`src/rtl/bdr_pkg.sv`:
```
// Shared constants and helpers for the bit-depth reducer.
// Assumes components are MSB-aligned and depth codes are 2 bits wide.
package bdr_pkg;
    localparam int PIX_W  = 12;
    localparam int LFSR_W = 28;
    localparam int NCH    = 3;

    // Number of low bits discarded for a depth code.
    function automatic int drop_of(input logic [1:0] code, input int pix_w);
        case (code)
            2'd0:    return pix_w - 6;
            2'd1:    return pix_w - 8;
            2'd2:    return pix_w - 10;
            default: return 0;
        endcase
    endfunction

    // Seed built by repeating a nibble chosen by the seed-pattern field.
    function automatic logic [LFSR_W-1:0] seed_of(input logic [1:0] sel);
        logic [3:0]        pat;
        logic [LFSR_W-1:0] s;
        case (sel)
            2'd0:    pat = 4'hA;
            2'd1:    pat = 4'h5;
            2'd2:    pat = 4'hC;
            default: pat = 4'h3;
        endcase
        for (int i = 0; i < LFSR_W; i++) s[i] = pat[i % 4];
        return s;
    endfunction

    // Feedback tap of the polynomial used by each channel.
    function automatic int tap_of(input int ch);
        case (ch)
            0:       return 3;
            1:       return 9;
            default: return 13;
        endcase
    endfunction
endpackage

```
`src/rtl/bdr_lfsr.sv`:
```
// Fibonacci shift register for x^W + x^TAP + 1.
// Reset loads the seed. A reload request makes the seed the state that is
// used this cycle. The register steps once per advance from the used state.
module bdr_lfsr #(
    parameter int W   = 28,
    parameter int TAP = 3
) (
    input  logic         clk,
    input  logic         rst_n,
    input  logic         adv,
    input  logic         reload,
    input  logic [W-1:0] seed,
    output logic [W-1:0] cur
);
    logic [W-1:0] state;

    // Select the state seen by this pixel.
    always_comb cur = reload ? seed : state;

    // Load the seed at reset, otherwise step on each advance.
    always_ff @(posedge clk) begin
        if (!rst_n)   state <= seed;
        else if (adv) state <= {cur[W-2:0], cur[W-1] ^ cur[TAP-1]};
    end
endmodule

```
`src/rtl/bdr_noise.sv`:
```
// Produces one noise word per channel from three shift registers.
// Assumes the control fields are static while pixels flow.
module bdr_noise
    import bdr_pkg::*;
#(
    parameter int PW  = PIX_W,
    parameter int LW  = LFSR_W,
    parameter int NC  = NCH
) (
    input  logic                  clk,
    input  logic                  rst_n,
    input  logic                  adv,
    input  logic                  sof,
    input  logic [1:0]            seed_sel,
    input  logic                  frame_rand,
    input  logic                  chan_rand,
    input  logic                  hp_rand,
    output logic [NC-1:0][PW-1:0] noise
);
    logic [LW-1:0]          seed;
    logic                   reload;
    logic [NC-1:0][LW-1:0]  cur;
    logic [NC-1:0][PW-1:0]  raw;
    logic [NC-1:0][PW-1:0]  prev;

    // Seed and frame-start reload decision.
    always_comb begin
        seed   = seed_of(seed_sel);
        reload = adv && sof && frame_rand;
    end

    for (genvar c = 0; c < NC; c++) begin : g_ch
        localparam int TAPC = tap_of(c);

        bdr_lfsr #(.W(LW), .TAP(TAPC)) u_lfsr (
            .clk    (clk),
            .rst_n  (rst_n),
            .adv    (adv),
            .reload (reload),
            .seed   (seed),
            .cur    (cur[c])
        );

        // Pick the shared or per-channel sample and apply high-pass.
        always_comb begin
            raw[c]   = chan_rand ? cur[c][PW-1:0] : cur[0][PW-1:0];
            noise[c] = hp_rand ? (raw[c] - prev[c]) : raw[c];
        end

        // Hold the previous sample for the high-pass difference.
        always_ff @(posedge clk) begin
            if (!rst_n)   prev[c] <= '0;
            else if (adv) prev[c] <= raw[c];
        end
    end
endmodule

```
`src/rtl/bdr_reduce.sv`:
```
// Adds an offset to one component, saturates, and clears the dropped bits.
// Assumes drop never exceeds PW.
module bdr_reduce #(
    parameter int PW = 12,
    parameter int DW = 4
) (
    input  logic [PW-1:0] value,
    input  logic [PW-1:0] addend,
    input  logic [DW-1:0] drop,
    output logic [PW-1:0] result
);
    logic [PW:0]   sum;
    logic [PW-1:0] keep;

    // Saturating add followed by truncation of the low bits.
    always_comb begin
        sum    = {1'b0, value} + {1'b0, addend};
        keep   = {PW{1'b1}} << drop;
        result = sum[PW] ? keep : (sum[PW-1:0] & keep);
    end
endmodule

```
`src/rtl/bitdepth_reducer.sv`:
```
// Three-channel bit-depth reducer with truncate, round and random dither.
// Stage 1 resolves the mode and registers value, offset and drop count.
// Stage 2 registers the reduced result. Latency is two cycles.
// Assumes control inputs are static while pixels flow.
module bitdepth_reducer
    import bdr_pkg::*;
#(
    parameter int PW = PIX_W,
    parameter int LW = LFSR_W
) (
    input  logic          clk,
    input  logic          rst_n,
    input  logic          in_valid,
    input  logic          in_sof,
    input  logic [PW-1:0] in_r,
    input  logic [PW-1:0] in_g,
    input  logic [PW-1:0] in_b,
    input  logic          in_is422,
    input  logic          trunc_en,
    input  logic [1:0]    trunc_depth,
    input  logic          trunc_mode,
    input  logic          dith_en,
    input  logic [1:0]    dith_depth,
    input  logic [1:0]    dith_mode,
    input  logic          frame_rand,
    input  logic          chan_rand,
    input  logic          hp_rand,
    output logic          out_valid,
    output logic          out_sof,
    output logic [PW-1:0] out_r,
    output logic [PW-1:0] out_g,
    output logic [PW-1:0] out_b
);
    localparam int NC = NCH;
    localparam int DW = $clog2(PW + 1);

    logic [NC-1:0][PW-1:0] noise;
    logic [NC-1:0][PW-1:0] pix_in;
    logic [NC-1:0][PW-1:0] add_d;
    logic [DW-1:0]         drop_d;
    logic [PW-1:0]         mask_d;
    logic [PW-1:0]         half_d;
    logic                  trunc_go;
    logic                  round_go;

    logic [NC-1:0][PW-1:0] s1_val;
    logic [NC-1:0][PW-1:0] s1_add;
    logic [DW-1:0]         s1_drop;
    logic                  s1_valid;
    logic                  s1_sof;
    logic [NC-1:0][PW-1:0] s2_res;

    bdr_noise #(.PW(PW), .LW(LW), .NC(NC)) u_noise (
        .clk        (clk),
        .rst_n      (rst_n),
        .adv        (in_valid),
        .sof        (in_sof),
        .seed_sel   (dith_mode),
        .frame_rand (frame_rand),
        .chan_rand  (chan_rand),
        .hp_rand    (hp_rand),
        .noise      (noise)
    );

    // Resolve method, drop count and per-channel offset.
    always_comb begin
        pix_in   = {in_b, in_g, in_r};
        trunc_go = trunc_en && (!in_is422 || trunc_depth == 2'd1 || trunc_depth == 2'd2);
        round_go = trunc_mode && !in_is422;
        if (dith_en)       drop_d = DW'(drop_of(dith_depth, PW));
        else if (trunc_go) drop_d = DW'(drop_of(trunc_depth, PW));
        else               drop_d = '0;
        mask_d = ~({PW{1'b1}} << drop_d);
        half_d = (drop_d == '0) ? '0 : ({{(PW-1){1'b0}}, 1'b1} << (drop_d - DW'(1)));
        for (int c = 0; c < NC; c++) begin
            if (dith_en)                    add_d[c] = noise[c] & mask_d;
            else if (trunc_go && round_go)  add_d[c] = half_d;
            else                            add_d[c] = '0;
        end
    end

    // Stage 1 register: value, offset, drop count and markers.
    always_ff @(posedge clk) begin
        if (!rst_n) begin
            s1_val   <= '0;
            s1_add   <= '0;
            s1_drop  <= '0;
            s1_valid <= 1'b0;
            s1_sof   <= 1'b0;
        end else begin
            s1_val   <= pix_in;
            s1_add   <= add_d;
            s1_drop  <= drop_d;
            s1_valid <= in_valid;
            s1_sof   <= in_sof && in_valid;
        end
    end

    logic [NC-1:0][PW-1:0] red_q;

    for (genvar c = 0; c < NC; c++) begin : g_red
        bdr_reduce #(.PW(PW), .DW(DW)) u_red (
            .value  (s1_val[c]),
            .addend (s1_add[c]),
            .drop   (s1_drop),
            .result (red_q[c])
        );
    end

    // Stage 2 register: reduced components and markers.
    always_ff @(posedge clk) begin
        if (!rst_n) begin
            s2_res    <= '0;
            out_valid <= 1'b0;
            out_sof   <= 1'b0;
        end else begin
            s2_res    <= red_q;
            out_valid <= s1_valid;
            out_sof   <= s1_sof;
        end
    end

    // Split the packed result into the output ports.
    always_comb begin
        out_r = s2_res[0];
        out_g = s2_res[1];
        out_b = s2_res[2];
    end
endmodule

```
`config.mk`:
```
export PLATFORM = sky130hd
export DESIGN_NAME = bitdepth_reducer
export DESIGN_NICKNAME = d
export VERILOG_FILES = /design/src/rtl/bdr_pkg.sv /design/src/rtl/bdr_lfsr.sv /design/src/rtl/bdr_noise.sv /design/src/rtl/bdr_reduce.sv /design/src/rtl/bitdepth_reducer.sv
export SDC_FILE = /design/constraint.sdc
export NUM_CORES = 1
export LEC_CHECK = 0
export ABC_AREA = 1
export BUFFER_PORTS_ARGS = -buffer_cell sky130_fd_sc_hd__buf_2
export CAP_MARGIN = 15
export CORE_ASPECT_RATIO = 1.5
export CORE_MARGIN = 3
export CORE_UTILIZATION = 55
export DETAILED_ROUTE_END_ITERATION = 6
export MAX_ROUTING_LAYER = met4
export PLACE_DENSITY = 0.86
export SYNTH_ARGS = -nofsm -noshare
export SYNTH_HDL_FRONTEND = slang
export SYNTH_SLANG_ARGS = --single-unit
```
`constraint.sdc`:
```
create_clock -name clk -period 3.05 [get_ports clk]
set_clock_uncertainty 0.1 [all_clocks]
set_input_delay 0 -clock clk [delete_from_list [all_inputs] [get_ports clk]]
set_output_delay 0 -clock clk [all_outputs]
set_load 0.1 [all_outputs]
```
==> results of run 1 <==
## flip-flops by register name, indices dropped and copies added, names as in the netlist
name,flops
s1_valid,1
s1_drop,2
s1_add,21
out_sof,1
out_g,12
out_b,12
s1_sof,1
u_noise.g_ch.u_lfsr.state,84
u_noise.prev,18
out_valid,1
out_r,12
s1_val,36
## worst max-delay path, stage by stage
cell,delay [ns]
dlygate4sd3_1,0.53
buf_2,0.15
nand3_4,0.20
inv_2,0.16
o21ai_4,0.23
nand2_1,0.15
o21ai_2,0.12
inv_1,0.07
ha_1,0.36
nand2_1,0.07
nand2_1,0.08
inv_1,0.06
a21o_1,0.15
nand3_1,0.06
nand3_1,0.08
dlygate4sd3_1,0.56
a21oi_1,0.12
## layer usage
layer / global-route usage / vias to the layer above / wire length, um
met5: - / - / 0
met4: 0.1593 / 0 / 1591
met3: 0.03664 / 112 / 1489
met2: 0.4574 / 380 / 13020
met1: 0.2536 / 3975 / 8784
li1: - / 4130 / -
## worst paths after layout
path / to / cells after the start / start / slack [ns]
max: s1_add[15]$_SDFF_PN0_ / 17 / in_sof / 0.21
min reg2reg: out_sof$_SDFF_PN0_ / 2 / s1_sof$_SDFF_PN0_ / 0.32
min: u_noise.g_ch[2].u_lfsr.state[6]$_DFFE_PP_ / 4 / frame_rand / 0.02
max reg2reg: s1_add[15]$_SDFF_PN0_ / 13 / u_noise.g_ch[0].u_lfsr.state[2]$_DFFE_PP_ / 0.29
## what timing repair did
action	in CTS	in global routing
hold buffers	48	0
setup endpoints to repair	0	1
resized for setup	0	3
buffers inserted	0	0
hold endpoints to repair	68	0
## power groups by stage
stage          clock (mW)  sequential [mW]  combinational [mW]
6_report             2.43             3.14                1.25
5_1_grt              2.55             3.16                1.37
4_1_cts              2.44             3.14                1.22
3_5_place_dp            0             3.19                1.16
3_3_place_gp            0             3.19                1.12
2_1_floorplan           0             3.39               0.681
## cells in the mapped netlist
library cell | number | share of area
o21ai_0 | 72 | 0.036
ha_1 | 54 | 0.068
clkbuf_2 | 1 | 0.00051
inv_2 | 4 | 0.0015
o22ai_2 | 1 | 0.0013
a21oi_1 | 107 | 0.054
nor2_8 | 1 | 0.0020
o21bai_1 | 4 | 0.0030
nand4_2 | 1 | 0.0013
o21a_1 | 6 | 0.0046
nand3_2 | 1 | 0.0010
fa_1 | 6 | 0.012
buf_4 | 1 | 0.00076
nand3_1 | 72 | 0.036
o21ai_1 | 4 | 0.0020
o22ai_1 | 13 | 0.0082
a21oi_2 | 2 | 0.0018
nor2_1 | 54 | 0.021
dfxtp_1 | 117 | 0.24
nand2_4 | 1 | 0.0011
xor2_1 | 15 | 0.013
nor2_4 | 1 | 0.0011
edfxtp_1 | 84 | 0.26
buf_2 | 15 | 0.0076
a21o_1 | 2 | 0.0015
nor3_1 | 3 | 0.0015
or2_2 | 1 | 0.00063
nand4_1 | 16 | 0.010
xnor2_1 | 12 | 0.011
nand2_1 | 302 | 0.11
clkbuf_1 | 21 | 0.0080
nor2_2 | 1 | 0.00063
nand2_2 | 4 | 0.0025
inv_1 | 182 | 0.069
o21ai_2 | 6 | 0.0053
buf_6 | 3 | 0.0034
buf_1 | 2 | 0.00076
## cell families (layout without fill, tap and decap cells)
| kind of cell | after synthesis | count (layout) | synth area share |
|---|---|---|---|
| AOI/OAI and AO/OA | 217 | 217 | 0.1183 |
| xor gates and xnor gates | 27 | 27 | 0.02392 |
| adders and majority gates | 60 | 60 | 0.08049 |
| buffers and inverters | 229 | 375 | 0.09162 |
| DFF | 201 | 201 | 0.4920 |
| and+or+nand+nor | 458 | 458 | 0.1936 |
## area by class of cell
| type | count | area, sq um |
|---|---|---|
| fillers | 1286 | 5823 |
| flip-flops and latches | 201 | 4865 |
| multi-input cells | 762 | 4134 |
| repair buffers | 153 | 1060 |
| inverters | 186 | 698.2 |
| clock buffers | 22 | 508.0 |
| well taps | 213 | 266.5 |
| clock inverters | 14 | 141.4 |
==> impl_metrics.toml, run 1 <==
[status]
outcome = "completed"

[route]
dr.pass1.iters = 5
num_vias = 8597
drtIter0Drc = 716
routed_via_density = 5.543
wl_mm = 24.88
ant_nets = 0
drc = 0
routedWlPerCell_um = 16.04

[place]
globalplace.congestion = 0.9370
placedInstanceArea_sq_um = 10520
io_buffers = 90
dp_hpwl_mm = 15.93
place_inst = 1467
pre_cts_ws_ns = 0.3841

[setup_path]
worstPathMaxFanout = 12
critPathLaunchType = "input pin"
cp.arrival_ns = 3.17
path_class = "input pin to flop"
cp.required_ns = 3.38
end_kind = "flop"

[floorplan]
dieHeight_um = 170.2
dieWidth_um = 115.5
initial_core_util = 0.5651
num_rows = 59
io_pins = 91
coreArea_sq_um = 17500
die_area_sq_um = 19650

[pwr]
ir_drop_uv = 587.2
leakagePower_nw = 5.809
power.density_nw_per_um2 = 584.4
p_clk_frac = 0.356
seqPwrFrac = 0.461
power_frac_comb = 0.183
p_switching_mw = 1.976
internal-power_mw = 4.845
power_mw = 6.821
p_sw_frac = 0.2898

[layout]
layout_commonest_cell = "nand2_1"
final_nets = 1437
area_growth_pct = 18.06
num_antenna_cells = 0
fin_cells = 1551
finalCoreUtilization = 0.6672
final_cell_area_sq_um = 11670
drive_above_1_share = 0.1188
final_cell_mix = "nand2_1, inv_1, dfxtp_1"

[timing]
fmax_ghz = 0.3521
slew_violations = 0
rsz0062_at_grt = "false"
setup-tns-final_ns = 0
layout_setup_ws_ns = 0.2103
timing_hold_violations_final = 0
final-setup-viol-count = 0
worstMarginPinSlew_ns = 0.9204
min_period_ns = 2.840
hold_ws_ns = 0.02273
period_share = 0.9311
slew_headroom = 0.3799

[global_route]
grt_first_pass_wirelength_mm = 39.17
grt_antenna_before_repair = 0
grt_start_max_net_pins = 103
grt_pass1_vias = 8627
grt_usage = 0.2547
grt_overflow = 0

[worst_hold_path]
min_path_type = "input pin to flop"

[cts]
clock_sinks = 201
cts_buffer_depth = 3
cts_tree = "done"
clk_latency_ns = 0.51
clockRootBuffer = "clkbuf_16"
cts_buffers = 20
clk_pin_slew_ns = 0.06
htreeDepth = 1

[yosys]
syn_nets = 1305
ys_types = 37
syn_area_sq_um = 9887
synth_warnings = 0
avgSynthCellArea_sq_um = 8.294
synth.ff_latch_count = 201
yosysSeqAreaShare = 0.4920
syn_inst = 1192

[flow_run]
drv_cap = 0
No activity file was read; power rests on OpenSTA's default activity.
==> run 2, diff against run 1 <==
--- a/config.mk
+++ b/config.mk
@@ -5,9 +5,8 @@
 export SDC_FILE = /design/constraint.sdc
 export NUM_CORES = 1
 export LEC_CHECK = 0
-export ABC_AREA = 1
 export BUFFER_PORTS_ARGS = -buffer_cell sky130_fd_sc_hd__buf_2
-export CAP_MARGIN = 15
+export CAP_MARGIN = 20
 export CORE_ASPECT_RATIO = 1.5
 export CORE_MARGIN = 3
 export CORE_UTILIZATION = 55
==> run 2 against run 1 <==
  * First-iteration DRC count shrank 8.2%
  * Synthesized area is 4.3% lower
  * Wire length down 7.2%
  * Critical path type unchanged
  * The run now ends with design-rule violations left
  * Critical path depth shrank 6
  * Die area is 4.1% lower
  * Global-route usage is 1.1 points lower
  * Sequential power hardly changed
  * Critical endpoint is now s1_add[25]$_SDFF_PN0_
  * Utilization shrank 0.12 points
  * Count of clock-buffer cells in the layout is 3 higher
==> impl_metrics.toml, run 2 <==
[global_route]
grt_overflow = 0
grt_first_pass_wirelength_mm = 36.56
grt_usage = 0.2438
grt_antenna_before_repair = 0
grt_start_max_net_pins = 49
grt_pass1_vias = 7570

[route]
num_vias = 7698
dr.pass1.iters = 7
drtIter0Drc = 657
wl_mm = 23.08
drc = 8
routedWlPerCell_um = 17.89
ant_nets = 0
routed_via_density = 5.967

[status]
violations = "design-rule violations"
outcome = "finished with violations"

[floorplan]
die_area_sq_um = 18840
coreArea_sq_um = 16840
dieHeight_um = 166.6
num_rows = 58
dieWidth_um = 113.1
io_pins = 91
initial_core_util = 0.5620

[pwr]
power_frac_comb = 0.180
p_clk_frac = 0.346
ir_drop_uv = 582.0
p_sw_frac = 0.2726
leakagePower_nw = 4.934
power.density_nw_per_um2 = 595.4
internal-power_mw = 4.855
p_switching_mw = 1.820
seqPwrFrac = 0.475

[layout]
regMostFlops = "u_noise.g_ch.u_lfsr.state"
final_cell_mix = "a21oi_1, dfxtp_1, buf_2"
layout_commonest_cell = "a21oi_1"
multi_input_area_sq_um = 4223
num_antenna_cells = 0
reg_top3 = "u_noise.g_ch.u_lfsr.state (84), s1_val (36), s1_add (21)"
fill_cells = 1211
final_nets = 1181
finalCoreUtilization = 0.6659
area_growth_pct = 18.50
largest_reg_flops = 84
drive_above_1_share = 0.1500
seq_area_sq_um = 4865

[cts]
clockRootBuffer = "clkbuf_16"
clk_latency_ns = 0.48
clock_sinks = 201
cts_setup_buffers = 0
cts_buffer_depth = 3
cts_resized = 0
cts_tree = "done"
htreeDepth = 1
clk_pin_slew_ns = 0.07
cts_buffers = 19

[setup_path]
critPathLaunchType = "input pin"
worstPathMaxFanout = 7
timing.rr.end = "s1_add[25]$_SDFF_PN0_"
end_kind = "flop"
r2r-start = "u_noise.g_ch[0].u_lfsr.state[0]$_DFFE_PP_"
cp.arrival_ns = 3.07
rr_worst_depth = 8
path_class = "input pin to flop"
regToRegSetupSlack_ns = 0.41
cp.required_ns = 3.37

[worst_hold_path]
min_path_type = "input pin to flop"
min_from = "rst_n"
min_to = "s1_val[12]$_SDFF_PN0_"
whs_path_depth = 2

[place]
dp_hpwl_mm = 15.13
io_buffers = 90
globalplace.congestion = 0.9163

[yosys]
syn_area_sq_um = 9462
synth_edf_count = 84
ys_types = 65
synthTopCellsByCount = "a21oi_1, dfxtp_1, edfxtp_1, nand2_1, nor2_1"
syn_nets = 1050
synth_area_leaders = "edfxtp_1, dfxtp_1, ha_1"
synthFlopType = "dfxtp_1"
avgSynthCellArea_sq_um = 10.10
syn_inst = 937
synth.most_common_cell = "a21oi_1"
synth_warnings = 0
yosysTopAreaCell = "edfxtp_1"
synthArstFlopShare = 0
synthDominantCellAreaShare = 0.2666
synth.ff_latch_count = 201
yosysSeqAreaShare = 0.5141

[timing]
setup-tns-final_ns = 0
fmax_ghz = 0.3641
slew_headroom = 0.4261
min_period_ns = 2.746
slew_violations = 0
worstMarginPinSlew_ns = 0.8599
rsz0062_at_grt = "false"
period_share = 0.9004
timing_hold_violations_final = 0
final-setup-viol-count = 0
hold_ws_ns = 0.01302

[flow_run]
drv_cap = 0
==> run 2: how the worst max path moves through the flow <==
stage | from | end | slack, ns | cells past startpoint
floorplan | in_valid | u_noise.g_ch[0].u_lfsr.state[0]$_DFFE_PP_ | 0.24 | 2
global placement | dith_mode[0] | s1_add[16]$_SDFF_PN0_ | 0.38 | 13
detailed placement | dith_mode[1] | s1_add[16]$_SDFF_PN0_ | 0.33 | 14
CTS | in_sof | s1_add[25]$_SDFF_PN0_ | 0.38 | 11
global route | in_sof | s1_add[25]$_SDFF_PN0_ | 0.15 | 11
finish | in_sof | s1_add[25]$_SDFF_PN0_ | 0.30 | 11
==> run 2: per-layer routing <==
metal | vias to the layer above | GRT usage | routed length [um] | part of all wire
met4 | 0 | 0.1292 | 1220 | 0.053
met5 | - | - | 0 | 0
met3 | 102 | 0.03962 | 1499 | 0.065
li1 | 3584 | - | - | -
met1 | 3659 | 0.2584 | 8383 | 0.36
met2 | 353 | 0.4296 | 11980 | 0.52
==> run 2: what timing repair did <==
action | CTS | global route
hold buffers | 47 | 0
hold endpoints to repair | 57 | 0
endpoints found under the setup margin | 0 | 0
==> run 2: worst max-delay path, stage by stage <==
cell and delay, ns:
dlygate4sd3_1 0.53, buf_2 0.14, nand3_1 0.22, or2_2 0.41, o21ai_0 0.15, ha_1 0.23
inv_1 0.05, fa_1 0.48, nand3_1 0.08, a31oi_1 0.20, dlygate4sd3_1 0.56
==> run 2: kinds of logic (layout without fill, tap and decap cells) <==
family,Yosys count,after routing,share of synthesized area
muxes,20,20,0.02182
buffers and inverters,95,238,0.04033
xor gates and xnor gates,31,31,0.02870
AOI/OAI and AO/OA,270,270,0.1768
adders and majority gates,60,60,0.08411
DFF,201,201,0.5142
and+or+nand+nor,260,260,0.1341
==> run 2: cell type report <==
class	instances	share of cell area
inverter	48	0.01607
tap	210	0.02343
timing repair buffer	157	0.09553
clock inverter	8	0.005468
clock buffer	25	0.04899
sequential	201	0.4339
multi-input combinational	641	0.3766
==> run 2: power groups by stage <==
stage / Combinational (mW) / Clock (mW) / Sequential (mW)
after floorplan: 0.672 / 0 / 3.40
after global placement: 1.10 / 0 / 3.22
after detailed placement: 1.13 / 0 / 3.22
after CTS: 1.18 / 2.34 / 3.17
after global routing: 1.31 / 2.45 / 3.19
final: 1.20 / 2.31 / 3.17
==> run 2: metrics by stage <==
step | cells | total power, mW | setup WS, ns | area (sq um)
after floorplan | 937 | 4.069 | 0.2411 | 9462
after global placement | 1209 | 4.311 | 0.3783 | 10120
after detailed placement | 1209 | 4.351 | 0.3271 | 10120
after CTS | 1289 | 6.689 | 0.3838 | 11200
after global routing | 1290 | 6.951 | 0.1491 | 11210
final | 1290 | 6.675 | 0.3037 | 11210
==> run 3, diff against run 2 <==
--- a/config.mk
+++ b/config.mk
@@ -5,7 +5,7 @@
 export SDC_FILE = /design/constraint.sdc
 export NUM_CORES = 1
 export LEC_CHECK = 0
-export BUFFER_PORTS_ARGS = -buffer_cell sky130_fd_sc_hd__buf_2
+export BUFFER_PORTS_ARGS = -buffer_cell sky130_fd_sc_hd__buf_4
 export CAP_MARGIN = 20
 export CORE_ASPECT_RATIO = 1.5
 export CORE_MARGIN = 3
@@ -13,6 +13,7 @@
 export DETAILED_ROUTE_END_ITERATION = 6
 export MAX_ROUTING_LAYER = met4
 export PLACE_DENSITY = 0.86
+export RECOVER_POWER = 50
 export SYNTH_ARGS = -nofsm -noshare
 export SYNTH_HDL_FRONTEND = slang
 export SYNTH_SLANG_ARGS = --single-unit
==> run 3 against run 2 <==
  * The flow now finishes without violations
  * Cell area up 2.7%
  * Non-clock buffer count up 14
  * Combinational power up 3%
  * Die area unchanged
  * Critical path depth up 2
  * Register-to-register slack better by 0.05 ns
  * Via count up 1.4%
  * Hold slack better by 0.031 ns
  * Global-route usage up 1.8 points
  * Critical path type unchanged
==> impl_metrics.toml, run 3 (same netlist as run 2, synthesis figures left out) <==
[status]
outcome = "completed"

[worst_hold_path]
min_to = "s1_add[7]$_SDFF_PP0_"
whs_path_depth = 5
min_from = "trunc_mode"
min_path_type = "input pin to flop"

[place]
io_buffers = 90
globalplace.congestion = 0.8871
dp_hpwl_mm = 14.76

[global_route]
grt_usage = 0.2619
grt_first_pass_wirelength_mm = 39.19
grt_antenna_before_repair = 0
grt_start_max_net_pins = 87
grt_overflow = 0
grt_pass1_vias = 8042

[floorplan]
num_rows = 58
dieWidth_um = 113.1
dieHeight_um = 166.6
coreArea_sq_um = 16840
initial_core_util = 0.5620
die_area_sq_um = 18840
io_pins = 91

[pwr]
leakagePower_nw = 4.904
seqPwrFrac = 0.454
p_switching_mw = 1.916
power.density_nw_per_um2 = 607.5
power_mw = 6.993
internal-power_mw = 5.077
p_clk_frac = 0.369
ir_drop_uv = 811.0
p_sw_frac = 0.2740
power_frac_comb = 0.177

[layout]
layout_commonest_cell = "a21oi_1"
num_antenna_cells = 0
final_cell_mix = "a21oi_1, dfxtp_1, edfxtp_1"
final_nets = 1197
area_growth_pct = 21.66
largest_reg_flops = 84
drive_above_1_share = 0.1057
fill_cells = 1213
regMostFlops = "u_noise.g_ch.u_lfsr.state"
reg_top3 = "u_noise.g_ch.u_lfsr.state (84), s1_val (36), s1_add (21)"

[timing]
setup-tns-final_ns = 0
min_period_ns = 2.770
fmax_ghz = 0.3610
final-setup-viol-count = 0
rsz0062_at_grt = "false"
timing_hold_violations_final = 0
worstMarginPinSlew_ns = 1.195
slew_headroom = 0.2068
slew_violations = 0
period_share = 0.9082
hold_ws_ns = 0.04406

[cts]
cts_tree = "done"
cts_buffer_depth = 3
clock_sinks = 201
cts_setup_buffers = 0
clk_pin_slew_ns = 0.06
clockRootBuffer = "clkbuf_16"
htreeDepth = 1
clk_latency_ns = 0.50
cts_buffers = 21

[flow_run]
drv_cap = 0

[route]
wl_mm = 24.60
routed_via_density = 5.972
drtIter0Drc = 859
routedWlPerCell_um = 18.82
ant_nets = 0
drc = 0
dr.pass1.iters = 7
num_vias = 7806

[setup_path]
end_kind = "flop"
path_class = "input pin to flop"
regToRegSetupSlack_ns = 0.46
rr_worst_depth = 8
timing.rr.end = "out_b[10]$_SDFF_PN0_"
r2r-start = "s1_add[24]$_SDFF_PN0_"
worstPathMaxFanout = 13
cp.arrival_ns = 3.09
cp.required_ns = 3.37
critPathLaunchType = "input pin"
## run 3: area by class of cell
class / count / area, sq um / share of cell area
inverters: 48 / 180.2 / 0.01565
clock inverters: 4 / 43.79 / 0.003804
flip-flops and latches: 201 / 4865 / 0.4226
multi-input cells: 641 / 4215 / 0.3662
well taps: 210 / 262.8 / 0.02283
clock buffers: 32 / 649.4 / 0.05641
repair buffers: 171 / 1295 / 0.1125
## run 3: worst max path at each step
| stage | from | slack [ns] | cells after the start | endpoint |
|---|---|---|---|---|
| 2_1_floorplan | in_valid | 0.24 | 2 | u_noise.g_ch[0].u_lfsr.state[0]$_DFFE_PP_ |
| 3_3_place_gp | dith_mode[0] | 0.39 | 13 | s1_add[16]$_SDFF_PN0_ |
| 6_report | in_valid | 0.28 | 13 | s1_add[28]$_SDFF_PN0_ |
| 5_1_grt | in_valid | 0.06 | 13 | s1_add[28]$_SDFF_PN0_ |
| 4_1_cts | in_valid | 0.35 | 13 | s1_add[28]$_SDFF_PN0_ |
| 3_5_place_dp | dith_mode[0] | 0.29 | 13 | s1_add[28]$_SDFF_PN0_ |
## run 3: repair_timing
action                                 in CTS  in global routing
endpoints found under the hold margin      67                  0
hold buffers                               67                  0
gates resized for setup                     0                  0
## run 3: critical path, cell delays in order
cell and delay, ns:
dlygate4sd3_1 0.54, buf_4 0.22, nand3_1 0.29, or2_2 0.44, o21ai_0 0.15, ha_1 0.23, inv_1 0.06, fa_1 0.40
a21o_1 0.18, a21oi_1 0.20, xnor2_1 0.17, mux2i_1 0.10, nor2_1 0.12
## run 3: power groups by stage
stage          registers [mW]  clock network (mW)  logic [mW]
2_1_floorplan            3.40                   0       0.672
3_3_place_gp             3.22                   0        1.12
3_5_place_dp             3.23                   0        1.16
4_1_cts                  3.17                2.58        1.24
5_1_grt                  3.19                2.71        1.35
6_report                 3.18                2.58        1.24
## run 3: through the flow
step	util	area, sq um	worst slack (ns)	cells
3_3_place_gp	0.6120	10300	0.3863	1203
4_1_cts	0.6930	11670	0.3471	1306
6_report	0.6837	11510	0.2800	1307
2_1_floorplan	-	9462	0.2411	937
3_5_place_dp	0.6120	10300	0.2872	1203
5_1_grt	0.6837	11510	0.05910	1307
## run 3: layer usage
layer | routed length (um) | share of wire | GRT usage | vias to the layer above
li1 | - | - | - | 3626
met1 | 8814 | 0.36 | 0.2804 | 3643
met2 | 12410 | 0.50 | 0.4476 | 401
met3 | 1718 | 0.070 | 0.03853 | 136
met4 | 1656 | 0.067 | 0.1663 | 0
met5 | 0 | 0 | - | -
